==> src/rtl/cidle_pkg.sv <==
package cidle_pkg;

    localparam int LVL_W = 2;
    localparam int RES_W = 3;

    typedef enum logic [3:0] {
        ST_ACTIVE,
        ST_C1,
        ST_FLUSH,
        ST_C3,
        ST_SAVE,
        ST_PWR_OFF,
        ST_C6,
        ST_PWR_ON,
        ST_RESTORE
    } cstate_e;

    typedef enum logic [LVL_W-1:0] {
        DEPTH_C1  = 2'd0,
        DEPTH_C3  = 2'd1,
        DEPTH_C6  = 2'd2,
        DEPTH_BAD = 2'd3
    } depth_e;

    localparam logic [RES_W-1:0] RES_C0 = 3'd0;
    localparam logic [RES_W-1:0] RES_C1 = 3'd1;
    localparam logic [RES_W-1:0] RES_C3 = 3'd3;
    localparam logic [RES_W-1:0] RES_C6 = 3'd6;

    typedef struct packed {
        cstate_e st;
        logic    pend;
    } fsm_s;

    function automatic logic is_stable(cstate_e s);
        return (s == ST_ACTIVE) || (s == ST_C1) || (s == ST_C3) || (s == ST_C6);
    endfunction

    function automatic logic [RES_W-1:0] res_code(cstate_e s);
        case (s)
            ST_C1:   return RES_C1;
            ST_C3:   return RES_C3;
            ST_C6:   return RES_C6;
            default: return RES_C0;
        endcase
    endfunction

endpackage

==> src/rtl/cidle_req_arb.sv <==
module cidle_req_arb
    import cidle_pkg::*;
#(
    parameter bit IO_FIRST = 1'b1
) (
    input  logic             io_vld,
    input  logic [LVL_W-1:0] io_lvl,
    input  logic             mw_vld,
    input  logic [LVL_W-1:0] mw_lvl,
    output logic             req_vld,
    output depth_e           req_depth
);

    logic io_ok;
    logic mw_ok;
    logic sel_io;

    assign io_ok = io_vld && (depth_e'(io_lvl) != DEPTH_BAD);
    assign mw_ok = mw_vld && (depth_e'(mw_lvl) != DEPTH_BAD);

    generate
        if (IO_FIRST) begin : g_io_first
            assign sel_io = io_ok;
        end else begin : g_mw_first
            assign sel_io = io_ok && !mw_ok;
        end
    endgenerate

    assign req_vld   = io_ok || mw_ok;
    assign req_depth = sel_io ? depth_e'(io_lvl) : depth_e'(mw_lvl);

    always_comb begin
        assert (!req_vld || req_depth != DEPTH_BAD)
            else $error("p_arb_no_bad_depth_r2");
    end

endmodule

==> src/rtl/cidle_seq_fsm.sv <==
module cidle_seq_fsm
    import cidle_pkg::*;
(
    input  logic    clk,
    input  logic    rst_n,
    input  logic    req_vld,
    input  depth_e  req_depth,
    input  logic    wake,
    input  logic    flush_done,
    input  logic    save_done,
    input  logic    pwr_off_done,
    input  logic    pwr_on_done,
    input  logic    restore_done,
    output logic    flush_req,
    output logic    save_req,
    output logic    pwr_off_req,
    output logic    pwr_on_req,
    output logic    restore_req,
    output logic    clk_en,
    output cstate_e st_nxt
);

    fsm_s fsm_d;
    fsm_s fsm_q;

    always_comb begin
        fsm_d = fsm_q;
        case (fsm_q.st)
            ST_ACTIVE: begin
                fsm_d.pend = 1'b0;
                if (req_vld) begin
                    case (req_depth)
                        DEPTH_C1: fsm_d.st = ST_C1;
                        DEPTH_C3: fsm_d.st = ST_FLUSH;
                        DEPTH_C6: fsm_d.st = ST_SAVE;
                        default:  fsm_d.st = ST_ACTIVE;
                    endcase
                end
            end
            ST_C1, ST_C3: begin
                if (wake) fsm_d.st = ST_ACTIVE;
            end
            ST_FLUSH: begin
                if (wake) fsm_d.pend = 1'b1;
                if (flush_done)
                    fsm_d.st = (fsm_q.pend || wake) ? ST_ACTIVE : ST_C3;
            end
            ST_SAVE: begin
                if (wake) fsm_d.pend = 1'b1;
                if (save_done)
                    fsm_d.st = (fsm_q.pend || wake) ? ST_ACTIVE : ST_PWR_OFF;
            end
            ST_PWR_OFF: begin
                if (wake) fsm_d.pend = 1'b1;
                if (pwr_off_done) fsm_d.st = ST_C6;
            end
            ST_C6: begin
                if (wake || fsm_q.pend) begin
                    fsm_d.st   = ST_PWR_ON;
                    fsm_d.pend = 1'b0;
                end
            end
            ST_PWR_ON: begin
                if (pwr_on_done) fsm_d.st = ST_RESTORE;
            end
            ST_RESTORE: begin
                if (restore_done) fsm_d.st = ST_ACTIVE;
            end
            default: begin
                fsm_d.st   = ST_ACTIVE;
                fsm_d.pend = 1'b0;
            end
        endcase
    end

    always_ff @(posedge clk) begin
        if (!rst_n) begin
            fsm_q.st   <= ST_ACTIVE;
            fsm_q.pend <= 1'b0;
        end else begin
            fsm_q <= fsm_d;
        end
    end

    assign flush_req   = (fsm_q.st == ST_FLUSH);
    assign save_req    = (fsm_q.st == ST_SAVE);
    assign pwr_off_req = (fsm_q.st == ST_PWR_OFF);
    assign pwr_on_req  = (fsm_q.st == ST_PWR_ON);
    assign restore_req = (fsm_q.st == ST_RESTORE);
    assign clk_en      = (fsm_q.st == ST_ACTIVE) || (fsm_q.st == ST_FLUSH) ||
                         (fsm_q.st == ST_SAVE)   || (fsm_q.st == ST_RESTORE);
    assign st_nxt      = fsm_d.st;

    p_flush_held_r4: assert property (@(posedge clk) disable iff (!rst_n)
        (flush_req && !flush_done) |=> flush_req);

    p_save_held_r6: assert property (@(posedge clk) disable iff (!rst_n)
        (save_req && !save_done) |=> save_req);

    p_pwroff_held_r6: assert property (@(posedge clk) disable iff (!rst_n)
        (pwr_off_req && !pwr_off_done) |=> pwr_off_req);

    p_pwron_held_r7: assert property (@(posedge clk) disable iff (!rst_n)
        (pwr_on_req && !pwr_on_done) |=> pwr_on_req);

    p_restore_after_pwron_r7: assert property (@(posedge clk) disable iff (!rst_n)
        (pwr_on_req && pwr_on_done) |=> restore_req);

    p_c3_wake_only_r5: assert property (@(posedge clk) disable iff (!rst_n)
        (fsm_q.st == ST_C3 && !wake) |=> (fsm_q.st == ST_C3));

    p_one_req_r11: assert property (@(posedge clk) disable iff (!rst_n)
        $onehot0({flush_req, save_req, pwr_off_req, pwr_on_req, restore_req}));

endmodule

==> src/rtl/cidle_res_track.sv <==
module cidle_res_track
    import cidle_pkg::*;
(
    input  logic             clk,
    input  logic             rst_n,
    input  cstate_e          st_nxt,
    output logic [RES_W-1:0] resident
);

    logic [RES_W-1:0] res_d;
    logic [RES_W-1:0] res_q;

    always_comb begin
        res_d = res_q;
        if (is_stable(st_nxt)) res_d = res_code(st_nxt);
    end

    always_ff @(posedge clk) begin
        if (!rst_n) res_q <= RES_C0;
        else        res_q <= res_d;
    end

    assign resident = res_q;

    p_res_legal_r9: assert property (@(posedge clk) disable iff (!rst_n)
        (res_q == RES_C0) || (res_q == RES_C1) || (res_q == RES_C3) || (res_q == RES_C6));

endmodule

==> src/rtl/core_idle_seq.sv <==
module core_idle_seq
    import cidle_pkg::*;
#(
    parameter bit IO_FIRST = 1'b1
) (
    input  logic             clk,
    input  logic             rst_n,
    input  logic             io_req_vld,
    input  logic [LVL_W-1:0] io_req_lvl,
    input  logic             mw_req_vld,
    input  logic [LVL_W-1:0] mw_req_hint,
    input  logic             wake,
    output logic             flush_req,
    input  logic             flush_done,
    output logic             clk_en,
    output logic             save_req,
    input  logic             save_done,
    output logic             pwr_off_req,
    input  logic             pwr_off_done,
    output logic             pwr_on_req,
    input  logic             pwr_on_done,
    output logic             restore_req,
    input  logic             restore_done,
    output logic [RES_W-1:0] resident
);

    logic    req_vld;
    depth_e  req_depth;
    cstate_e st_nxt;

    cidle_req_arb #(.IO_FIRST(IO_FIRST)) i_arb (
        .io_vld    (io_req_vld),
        .io_lvl    (io_req_lvl),
        .mw_vld    (mw_req_vld),
        .mw_lvl    (mw_req_hint),
        .req_vld   (req_vld),
        .req_depth (req_depth)
    );

    cidle_seq_fsm i_fsm (
        .clk          (clk),
        .rst_n        (rst_n),
        .req_vld      (req_vld),
        .req_depth    (req_depth),
        .wake         (wake),
        .flush_done   (flush_done),
        .save_done    (save_done),
        .pwr_off_done (pwr_off_done),
        .pwr_on_done  (pwr_on_done),
        .restore_done (restore_done),
        .flush_req    (flush_req),
        .save_req     (save_req),
        .pwr_off_req  (pwr_off_req),
        .pwr_on_req   (pwr_on_req),
        .restore_req  (restore_req),
        .clk_en       (clk_en),
        .st_nxt       (st_nxt)
    );

    cidle_res_track i_res (
        .clk      (clk),
        .rst_n    (rst_n),
        .st_nxt   (st_nxt),
        .resident (resident)
    );

    p_gated_in_idle_r3: assert property (@(posedge clk) disable iff (!rst_n)
        ((resident == RES_C1) || (resident == RES_C3)) |-> !clk_en);

    p_c6_unpowered_r6: assert property (@(posedge clk) disable iff (!rst_n)
        (resident == RES_C6 && !restore_req) |-> !clk_en);

endmodule

==> config.mk <==
export PLATFORM = sky130hd
export DESIGN_NAME = core_idle_seq
export DESIGN_NICKNAME = d
export VERILOG_FILES = /design/src/rtl/cidle_pkg.sv /design/src/rtl/cidle_req_arb.sv /design/src/rtl/cidle_seq_fsm.sv /design/src/rtl/cidle_res_track.sv /design/src/rtl/core_idle_seq.sv
export SDC_FILE = /design/constraint.sdc
export NUM_CORES = 1
export LEC_CHECK = 0
export ABC_AREA = 1
export BUFFER_PORTS_ARGS = -buffer_cell sky130_fd_sc_hd__buf_2
export CAP_MARGIN = 25
export CORE_MARGIN = 2
export CORE_UTILIZATION = 52
export CTS_CLUSTER_SIZE = 10
export DETAILED_ROUTE_END_ITERATION = 12
export GPL_TIMING_DRIVEN = 0
export HOLD_SLACK_MARGIN = 0.05
export PLACE_DENSITY = 0.93
export SLEW_MARGIN = 20
export SYNTH_ARGS = -nofsm -noshare
export SYNTH_HDL_FRONTEND = slang
export SYNTH_SLANG_ARGS = --single-unit
==> constraint.sdc <==
create_clock -name clk -period 4.3 [get_ports clk]
set_input_delay 0.215 -clock clk [delete_from_list [all_inputs] [get_ports clk]]
set_output_delay 0.215 -clock clk [all_outputs]
set_load 0.03 [all_outputs]
==> impl_results.md, run 1 <==
- I/O pin count: 23
- Final setup margin: 2.69 ns
- Share of the synthesized area in the top cell type: 23.1%
- Max Buffers Root-to-Sink: 2
- HP Class: in2reg
- Layout area overhead: 21.9%
- Distinct cell type count after synthesis: 22
- CTS hold repair buffers: 0
- HPWL after DPL: 1350 um
- Unrepaired setup endpoints after global routing: no
- Post-Syn Nets: 139
- Final TNS setup: 0 ns
- Max IR drop VDD: 0.273 mV
- Initial Util: 54.5%
- LEAKAGE: 0.000503 uW
- Met3 WL: 66 um
- Endpoint type of the worst setup path: flip-flop
- Routed WL: 1640 um
- Uppermost layer routed: met4
- # DRC: 0
- Die Y: 40.5 um
- DR WL/cell: 9.93 um
- GRT overflow: 0
- CTS tree: done
- DRT iter0 DRCs: 20
- Global Route Usage Sum: 24.0%
- FMAX: 0.622 GHz
- First-pass GRT wire length: 2590 um
- Worst path required time: 4.44 ns
- WS Path Type: reg2reg
- Slew HR: 79.5%
- Root Buffer: clkbuf_4
- N_diodes: 0
- Critical path fanouts, max: 6
- GP Congestion: 0.842
- Worst path slowest cell: dfxtp_1
- Post-DRT Antenna Nets: 0
- Post-synthesis register bit count: 8
- Actual slew at the worst max-slew pin: 0.306 ns
- Nets: 166
- Hold Vio Cnt, Final: 0
- Setup Buffers After CTS: 0
- Most frequent cells in the layout: 40 x nand2_1, 22 x buf_2, 19 x nor2_1
- Initial antenna violation count: 0
- DR WL met2: 834 um
- PD cells: 298 nW/um2
- Min cycle time layout: 1.61 ns
- Setup-failing EPs final: 0
- Met1 wire length: 730 um
- Layout cells sized above 1: 28.0%
- Commonest non-fill, non-tap cell in the layout: nand2_1
- Area of the multi-input gates: 453 um2
- Sequential Area: 160 um2
- Fin. max-slew vios: 0
- Num CTS Buffers: 3
- Dominant cell type by area after synthesis: dfxtp_1
- Die area: 1640 um2
- Vias in the first global route: 703
- Clock slew at reported path FFs: 0.06 ns
- Clock sinks: 8
- Slowest stage delay, CP: 0.37 ns
- Crit-path cells: inv_2 -> nand2_2 -> nor2_1 -> nand4_1 -> nand3_1 -> nor2_2 -> nand3_1 -> nand2_1 -> a21oi_1 -> nor2_1
- Worst EP arrival: 1.74 ns
- Routed vias/inst: 4.99
- Run status: finished clean
- FILL cells: 131
- Input/output buffers: 22
- CTS H-tree depth: 1
- Max-Cap Viols: 0
- Initial DRT Pass Iterations: 4
- Core Box Area: 1270 um2
- Final Skew: 0.00334 ns
- Synth Instances: 125
- Worst-Skew Late Latency: 0.25 ns
- Vias: 823
- Avg Cell Area, Syn: 5.54 um2
- Worst setup SP type: flip-flop
- Top cells by area, synth: dfxtp_1 23%, nand2_1 22%, nor2_1 10%
- Dpl ws: 2.71 ns
- Post-synthesis sequential area ratio: 23.1%
- Die width: 40.5 um
- Tcrit/Tclk final: 37.4%
- Netlist Area Pre-Place: 692 um2
- Largest net degree at the start of global routing: 8
- Row Count: 13
- Ys Warns: 0
- Post-cts sizing count: 0
==> power breakdown <==
part / total (uW) / switching (uW) / internal, uW / leakage (uW)
combinational: 105 / 70.6 / 34.8 / 0.000424
sequential: 88.0 / 6.64 / 81.3 / 0.0000651
clock: 58.2 / 26.2 / 32.0 / 0.0000138
total: 252 / 103 / 148 / 0.000503
==> kinds of logic (layout without fill, tap and decap cells) <==
kind of cell           after synthesis  after routing  share of synthesized area [%]
AND/OR/NAND/NOR                     83             83                           53.9
buffers and inverters               21             46                           11.4
flip-flops                           8              8                           23.1
AO/OA/AOI/OAI                       13             13                           11.6
==> flip-flops by register name, summed over array words and instances, names as in the netlist <==
signal,cells
i_res.resident,3
i_fsm.fsm_q,5
==> Yosys cell counts, drive strengths merged <==
library cell / instances
nand3b: 1
o21ai: 5
o211a: 1
a21oi: 5
nor2: 24
nand4: 1
inv: 20
clkinv: 1
nor3: 2
nand3: 10
dfxtp: 8
a31oi: 1
o22ai: 1
nand2: 45
==> worst paths after layout <==
| kind | from | endpoint | slack, ns | cells past startpoint |
|---|---|---|---|---|
| hold / removal | rst_n | i_fsm.fsm_q[0] | 0.22 | 2 |
| hold reg to reg | i_res.resident[1] | i_res.resident[1] | 0.49 | 2 |
| setup reg to reg | i_fsm.fsm_q[2] | i_res.resident[1] | 2.69 | 10 |
| setup / recovery | i_fsm.fsm_q[2] | i_res.resident[1] | 2.69 | 10 |
==> layer usage <==
metal / GRT usage (%) / vias to the layer above
li1: - / 439
met1: 25.1 / 364
met2: 46.4 / 18
met3: 7.22 / 2
met4: 4.17 / 0
met5: 0 / -
==> layout make-up <==
class                           instances  area share [%]
Inverter                               21            9.35
Multi-Input combinational cell         96            53.7
Timing Repair Buffer                   22            13.1
Tap cell                               15            2.23
Clock buffer                            3            2.67
Sequential cell                         8            19.0
==> worst max-delay path, delay by kind of cell (launching register included) <==
family | cells | cell delay [ns]
simple gates | 8 | 0.89
flops | 1 | 0.37
compound gates | 1 | 0.12
buf+inv | 1 | 0.11
==> stage by stage <==
step	instances	power [uW]	utilization (%)	hold slack (ns)	cell area (um2)
floorplan	125	168	-	0.363	692
finish	165	252	66.5	0.220	843
global route	165	272	66.5	0.211	843
CTS	165	252	66.5	0.220	843
detailed placement	162	194	64.7	0.470	821
global placement	162	191	64.7	0.448	821
Note: power is estimated with default switching activity, not from simulation.
==> run 2: changes to the inputs <==
CORE_UTILIZATION = 48   (was 52)
PLACE_DENSITY = 0.88   (was 0.93)
clock period = 1.61 ns   (was 4.3 ns; I/O delays follow)
==> impl_results.md, run 2 (same netlist as run 1, synthesis figures left out) <==
- Run status: finished clean
- Global Route Usage Sum: 20.0% (-4.0 points)
- Commonest non-fill, non-tap cell in the layout: nand2_1
- Fin. max-slew vios: 0 (unchanged)
- HP Class: in2reg
- Die area: 1760 um2 (+7.5%)
- Critical path fanouts, max: 4 (-2)
- N_diodes: 0 (unchanged)
- Num CTS Buffers: 3 (unchanged)
- Die Y: 42.0 um (+3.7%)
- DR WL met2: 1040 um (+25%)
- Crit-path cells: inv_4 -> nand2_4 -> nor2_2 -> inv_2 -> nor2_1 -> nor2_1 -> nand2_1 -> a21oi_2 -> nand2_1 -> nand2_2 -> a21oi_1 -> nor2_1
- Min cycle time layout: 1.56 ns (-0.0494 ns)
- LEAKAGE: 0.000542 uW (+7.8%)
- Crit-path leading delay family: simple AND/OR/NAND/NOR gates
- Endpoint type of the worst setup path: flip-flop
- Worst path required time: 1.74 ns (-2.70 ns)
- Setup-failing EPs final: 0 (unchanged)
- Core Box Area: 1320 um2 (+3.8%)
- Initial Util: 52.5% (-2.0 points)
- CTS hold repair buffers: 0 (unchanged)
- Max IR drop VDD: 0.566 mV (+110%)
- Unrepaired setup endpoints after global routing: yes
- Max-Cap Viols: 0 (unchanged)
- Slowest stage delay, CP: 0.36 ns (about the same)
- Worst path slowest cell: dfxtp_4
- Worst EP arrival: 1.69 ns (-0.05 ns)
- Layout cells sized above 1: 39.5% (+11 points)
- Routed vias/inst: 5.23 (+4.8%)
- Post-DRT Antenna Nets: 0 (unchanged)
- Max Buffers Root-to-Sink: 2 (unchanged)
- Largest net degree at the start of global routing: 8 (unchanged)
- # DRC: 0 (unchanged)
- Nets: 168 (+1.2%)
- Largest Register: i_fsm.fsm_q
- Met3 WL: 105 um (+59%)
- CTS tree: done
- Die width: 42.0 um (+3.7%)
- Worst-Skew Late Latency: 0.26 ns (about the same)
- Row Count: 13 (unchanged)
- Input/output buffers: 22 (unchanged)
- Crit path buffers/inverters: 2 (+1)
- FMAX: 0.642 GHz (+3.2%)
- Vias in the first global route: 779 (+11%)
- Tcrit/Tclk final: 96.8% (+59 points)
- Worst hold margin: 0.0811 ns (-0.139 ns)
- CP most frequent cell: nor2_1
- I/O pin count: 23 (unchanged)
- CTS H-tree depth: 1 (unchanged)
- Met1 wire length: 728 um (-0.27%)
- Vias: 873 (+6.1%)
- Layout area overhead: 40.9%
- Uppermost layer routed: met4
- Actual slew at the worst max-slew pin: 0.345 ns (+0.0393 ns)
- Routed WL: 1920 um (+17%)
- Total power: 750 uW (+200%)
- Area of the multi-input gates: 544 um2 (+20%)
- Clock slew at reported path FFs: 0.06 ns (about the same)
- Max reg flops: 5 (unchanged)
- Hold Vio Cnt, Final: 0 (unchanged)
- HPWL after DPL: 1330 um (-1.5%)
- FILL cells: 100 (-24%)
- DRT iter0 DRCs: 23 (+15%)
- Most frequent cells in the layout: 38 x nand2_1, 22 x buf_2, 16 x inv_1
- PD cells: 769 nW/um2 (+160%)
- Initial antenna violation count: 0 (unchanged)
- First-pass GRT wire length: 2740 um (+5.6%)
- Worst setup SP type: flip-flop
- GRT overflow: 0 (unchanged)
- Sequential Area: 175 um2 (+9.4%)
- WS Path Type: reg2reg
- Initial DRT Pass Iterations: 4 (unchanged)
- Slew HR: 76.8% (-2.7 points)
- GP Congestion: 0.913 (+8.5%)
- Root Buffer: clkbuf_4
- DR WL/cell: 11.5 um (+16%)
- Final Skew: 0.00916 ns (+0.00582 ns)
- Clock sinks: 8 (unchanged)
run 2: cell count changes in the layout (fill, tap and decap cells not counted), moves of 2 or more:
cell,before,now
buf_4,0,2
dfxtp_1,8,4
dfxtp_4,0,4
inv_2,4,1
inv_4,0,4
nand2_1,40,38
nand2_4,1,4
nand3_1,10,7
nand3_2,0,2
nor2_1,19,15
nor2_4,1,6
run 2: stage by stage:
| step | instance area (um2) | utilization [%] | setup TNS (ns) | setup slack (ns) | std cells |
|---|---|---|---|---|---|
| after floorplan | 694 | - | 0 | 0.0354 | 125 |
| after global placement | 823 | 62.5 | 0 | 0.0449 | 162 |
| after detailed placement | 823 | 62.5 | 0 | 0.000241 | 162 |
| after CTS | 847 | 64.3 | 0 | 0.00457 | 165 |
| after global routing | 975 | 74.0 | -0.0882 | -0.0338 | 167 |
| final | 975 | 74.0 | 0 | 0.0514 | 167 |
run 2: power by group:
| part | switching [uW] | internal (uW) | leakage, uW |
|---|---|---|---|
| clock | 68.3 | 85.3 | 0.0000138 |
| combinational | 227 | 129 | 0.000460 |
| sequential | 21.8 | 218 | 0.0000680 |
| total | 318 | 432 | 0.000542 |
run 2: final timing paths:
check | start | endpoint | slack, ns | depth (start not counted)
max | i_fsm.fsm_q[4] | i_res.resident[1] | 0.05 | 12
min | rst_n | i_fsm.fsm_q[0] | 0.08 | 2
max reg2reg | i_fsm.fsm_q[4] | i_res.resident[1] | 0.05 | 12
min reg2reg | i_res.resident[2] | i_res.resident[2] | 0.46 | 2
run 2: metal layers:
layer	global-route usage, %	vias to the layer above
met5	0	-
met4	11.0	0
met3	6.09	6
met2	35.9	26
met1	20.2	397
li1	-	444
run 2: area by class of cell:
cell class | count | area share, %
multi-input cells | 96 | 55.8
well taps | 15 | 1.93
repair buffers | 24 | 12.8
flip-flops and latches | 8 | 18.0
inverters | 21 | 9.11
clock buffers | 3 | 2.31
run 2: what timing repair did:
| action | in CTS | in global routing |
|---|---|---|
| setup endpoints to repair | 1 | 3 |
| endpoints found under the hold margin | 0 | 0 |
| setup buffers | 0 | 2 |
| pin swaps | 0 | 7 |
| resized for setup | 1 | 33 |
==> run 3: changes to the inputs <==
RECOVER_POWER = 100   (was default)
==> impl_results.md, run 3 (same netlist as run 1, synthesis figures left out) <==
- CP Launch Point: i_fsm.fsm_q[4]
- Post-DRT Antenna Nets: 0 (unchanged)
- Initial Util: 52.5% (unchanged)
- Global Route Usage Sum: 20.0% (unchanged)
- Final Skew: 0.00921 ns (+0.0000417 ns)
- Slew HR: 75.7% (-1.1 points)
- Row Count: 13 (unchanged)
- Max Buffers Root-to-Sink: 2 (unchanged)
- Critical path fanouts, max: 4 (unchanged)
- Actual slew at the worst max-slew pin: 0.366 ns (+0.0208 ns)
- WS Path Type: reg2reg
- I/O pin count: 23 (unchanged)
- GRT overflow: 0 (unchanged)
- Vias in the first global route: 779 (unchanged)
- Largest Register: i_fsm.fsm_q
- FILL cells: 102 (+2.0%)
- Worst setup SP type: flip-flop
- Die area: 1760 um2 (unchanged)
- Num CTS Buffers: 3 (unchanged)
- Most frequent cells in the layout: 38 x nand2_1, 19 x buf_2, 16 x inv_1
- R2r setup slk: 0.05 ns (about the same)
- N_diodes: 0 (unchanged)
- Worst R2R Start: i_fsm.fsm_q[4]
- Max-Cap Viols: 0 (unchanged)
- GP Congestion: 0.913 (unchanged)
- Core Box Area: 1320 um2 (unchanged)
- Commonest non-fill, non-tap cell in the layout: nand2_1
- First-pass GRT wire length: 2740 um (unchanged)
- Nets: 168 (unchanged)
- HPWL after DPL: 1330 um (unchanged)
- CTS tree: done
- Routed vias/inst: 5.16 (-1.4%)
- Min cycle time layout: 1.56 ns (-0.00220 ns)
- Root Buffer: clkbuf_4
- Placed Cells: 162 (unchanged)
- Input/output buffers: 22 (unchanged)
- Crit-path cells: inv_4 -> nand2_4 -> nor2_2 -> inv_2 -> nor2_1 -> nor2_1 -> nand2_1 -> a21oi_2 -> nand2_1 -> nand2_2 -> a21oi_1 -> nor2_1
- Unrepaired setup endpoints after global routing: yes
- Run status: finished clean
- Clock sinks: 8 (unchanged)
- Crit path buffers/inverters: 2 (unchanged)
- Worst path slowest cell: dfxtp_4
- Clock slew at reported path FFs: 0.06 ns (about the same)
- Worst-Skew Late Latency: 0.26 ns (about the same)
- CTS H-tree depth: 1 (unchanged)
- Worst hold margin: 0.0808 ns (-0.000278 ns)
- DRT iter0 DRCs: 23 (unchanged)
- Final Cell Area: 971 um2 (-0.39%)
- Slowest stage delay, CP: 0.36 ns (about the same)
- Worst Hold Launch: rst_n
- Tcrit/Tclk final: 96.7% (-0.14 points)
- Hold depth: 2 (unchanged)
- Die Y: 42.0 um (unchanged)
- Worst Reg-to-Reg Cells: 12 (unchanged)
- Fin. max-slew vios: 0 (unchanged)
- # DRC: 0 (unchanged)
- Vias: 861 (-1.4%)
- Crit-path leading delay family: simple AND/OR/NAND/NOR gates
- Worst path required time: 1.74 ns (about the same)
- Initial DRT Pass Iterations: 4 (unchanged)
- LEAKAGE: 0.000529 uW (-2.4%)
- Layout Cells excl Fill: 167 (unchanged)
- FMAX: 0.642 GHz (+0.14%)
- Hold Vio Cnt, Final: 0 (unchanged)
- Die width: 42.0 um (unchanged)
- Layout cells sized above 1: 37.5% (-2.0 points)
- Initial antenna violation count: 0 (unchanged)
- HP Class: in2reg
- Critical path depth: 12 (unchanged)
- Fin util: 73.7% (-0.28 points)
- Layout area overhead: 40.3%
- DR WL/cell: 11.5 um (-0.26%)
- Cell Area, Placed: 823 um2 (unchanged)
- Worst EP arrival: 1.69 ns (about the same)
- CP most frequent cell: nor2_1
- Max reg flops: 5 (unchanged)
- PD cells: 770 nW/um2 (about the same)
- Routed WL: 1910 um (-0.26%)
- Largest net degree at the start of global routing: 8 (unchanged)
- Setup-failing EPs final: 0 (unchanged)
- Max IR drop VDD: 0.565 mV (-0.22%)
- Endpoint type of the worst setup path: flip-flop
## run 3: cell count changes in the layout (fill, tap and decap cells not counted), sizes merged
cell	change
buf	-3
clkbuf	+3
## run 3: final timing paths
kind	endpoint
setup / recovery	i_res.resident[1]
hold / removal	i_fsm.fsm_q[0]
setup reg to reg	i_res.resident[1]
hold reg to reg	i_res.resident[2]
## run 3: through the flow
step           total power, uW  TNS [ns]  worst slack (ns)
4_1_cts                    676         0           0.00457
3_5_place_dp               519         0          0.000241
5_1_grt                    794   -0.0883           -0.0338
6_report                   748         0            0.0536
3_3_place_gp               512         0            0.0449
2_1_floorplan              450         0            0.0354
## run 3: power by group
part           internal [uW]  total (uW)  switching, uW
registers                218         240           21.9
clock network           85.3         154           68.4
logic                    127         354            227
## run 3: area by class of cell
cell class                 count  area, um2  area share, %
tap                           15       18.8           1.93
multi-input combinational     96        544           56.1
inverter                      21       88.8           9.15
sequential                     8        175           18.0
clock buffer                   3       22.5           2.32
timing repair buffer          24        121           12.5
## run 3: routing by layer
layer  routed length, um  share of wire [%]  GRT usage (%)  up-vias
met5                   0                  0              0        -
met4                  46                2.4           11.0        0
met3                  95                5.0           6.09        6
met2                1040                 54           35.9       22
met1                 734                 38           20.2      389
li1                    -                  -              -      444
## run 3: what timing repair did
action	CTS	global route
gates cloned	0	0
resized for setup	1	33
pin swaps	0	7
buffers inserted	0	2
endpoints found under the setup margin	1	3
hold buffers	0	0
## run 3: worst register-to-register path, cell delays in order, from the launching register on
cell,delay [ns]
dfxtp_4,0.36
inv_4,0.09
nand2_4,0.08
nor2_2,0.16
inv_2,0.07
nor2_1,0.09
nor2_1,0.05
nand2_1,0.11
a21oi_2,0.07
nand2_1,0.09
nand2_2,0.07
a21oi_1,0.14
nor2_1,0.05
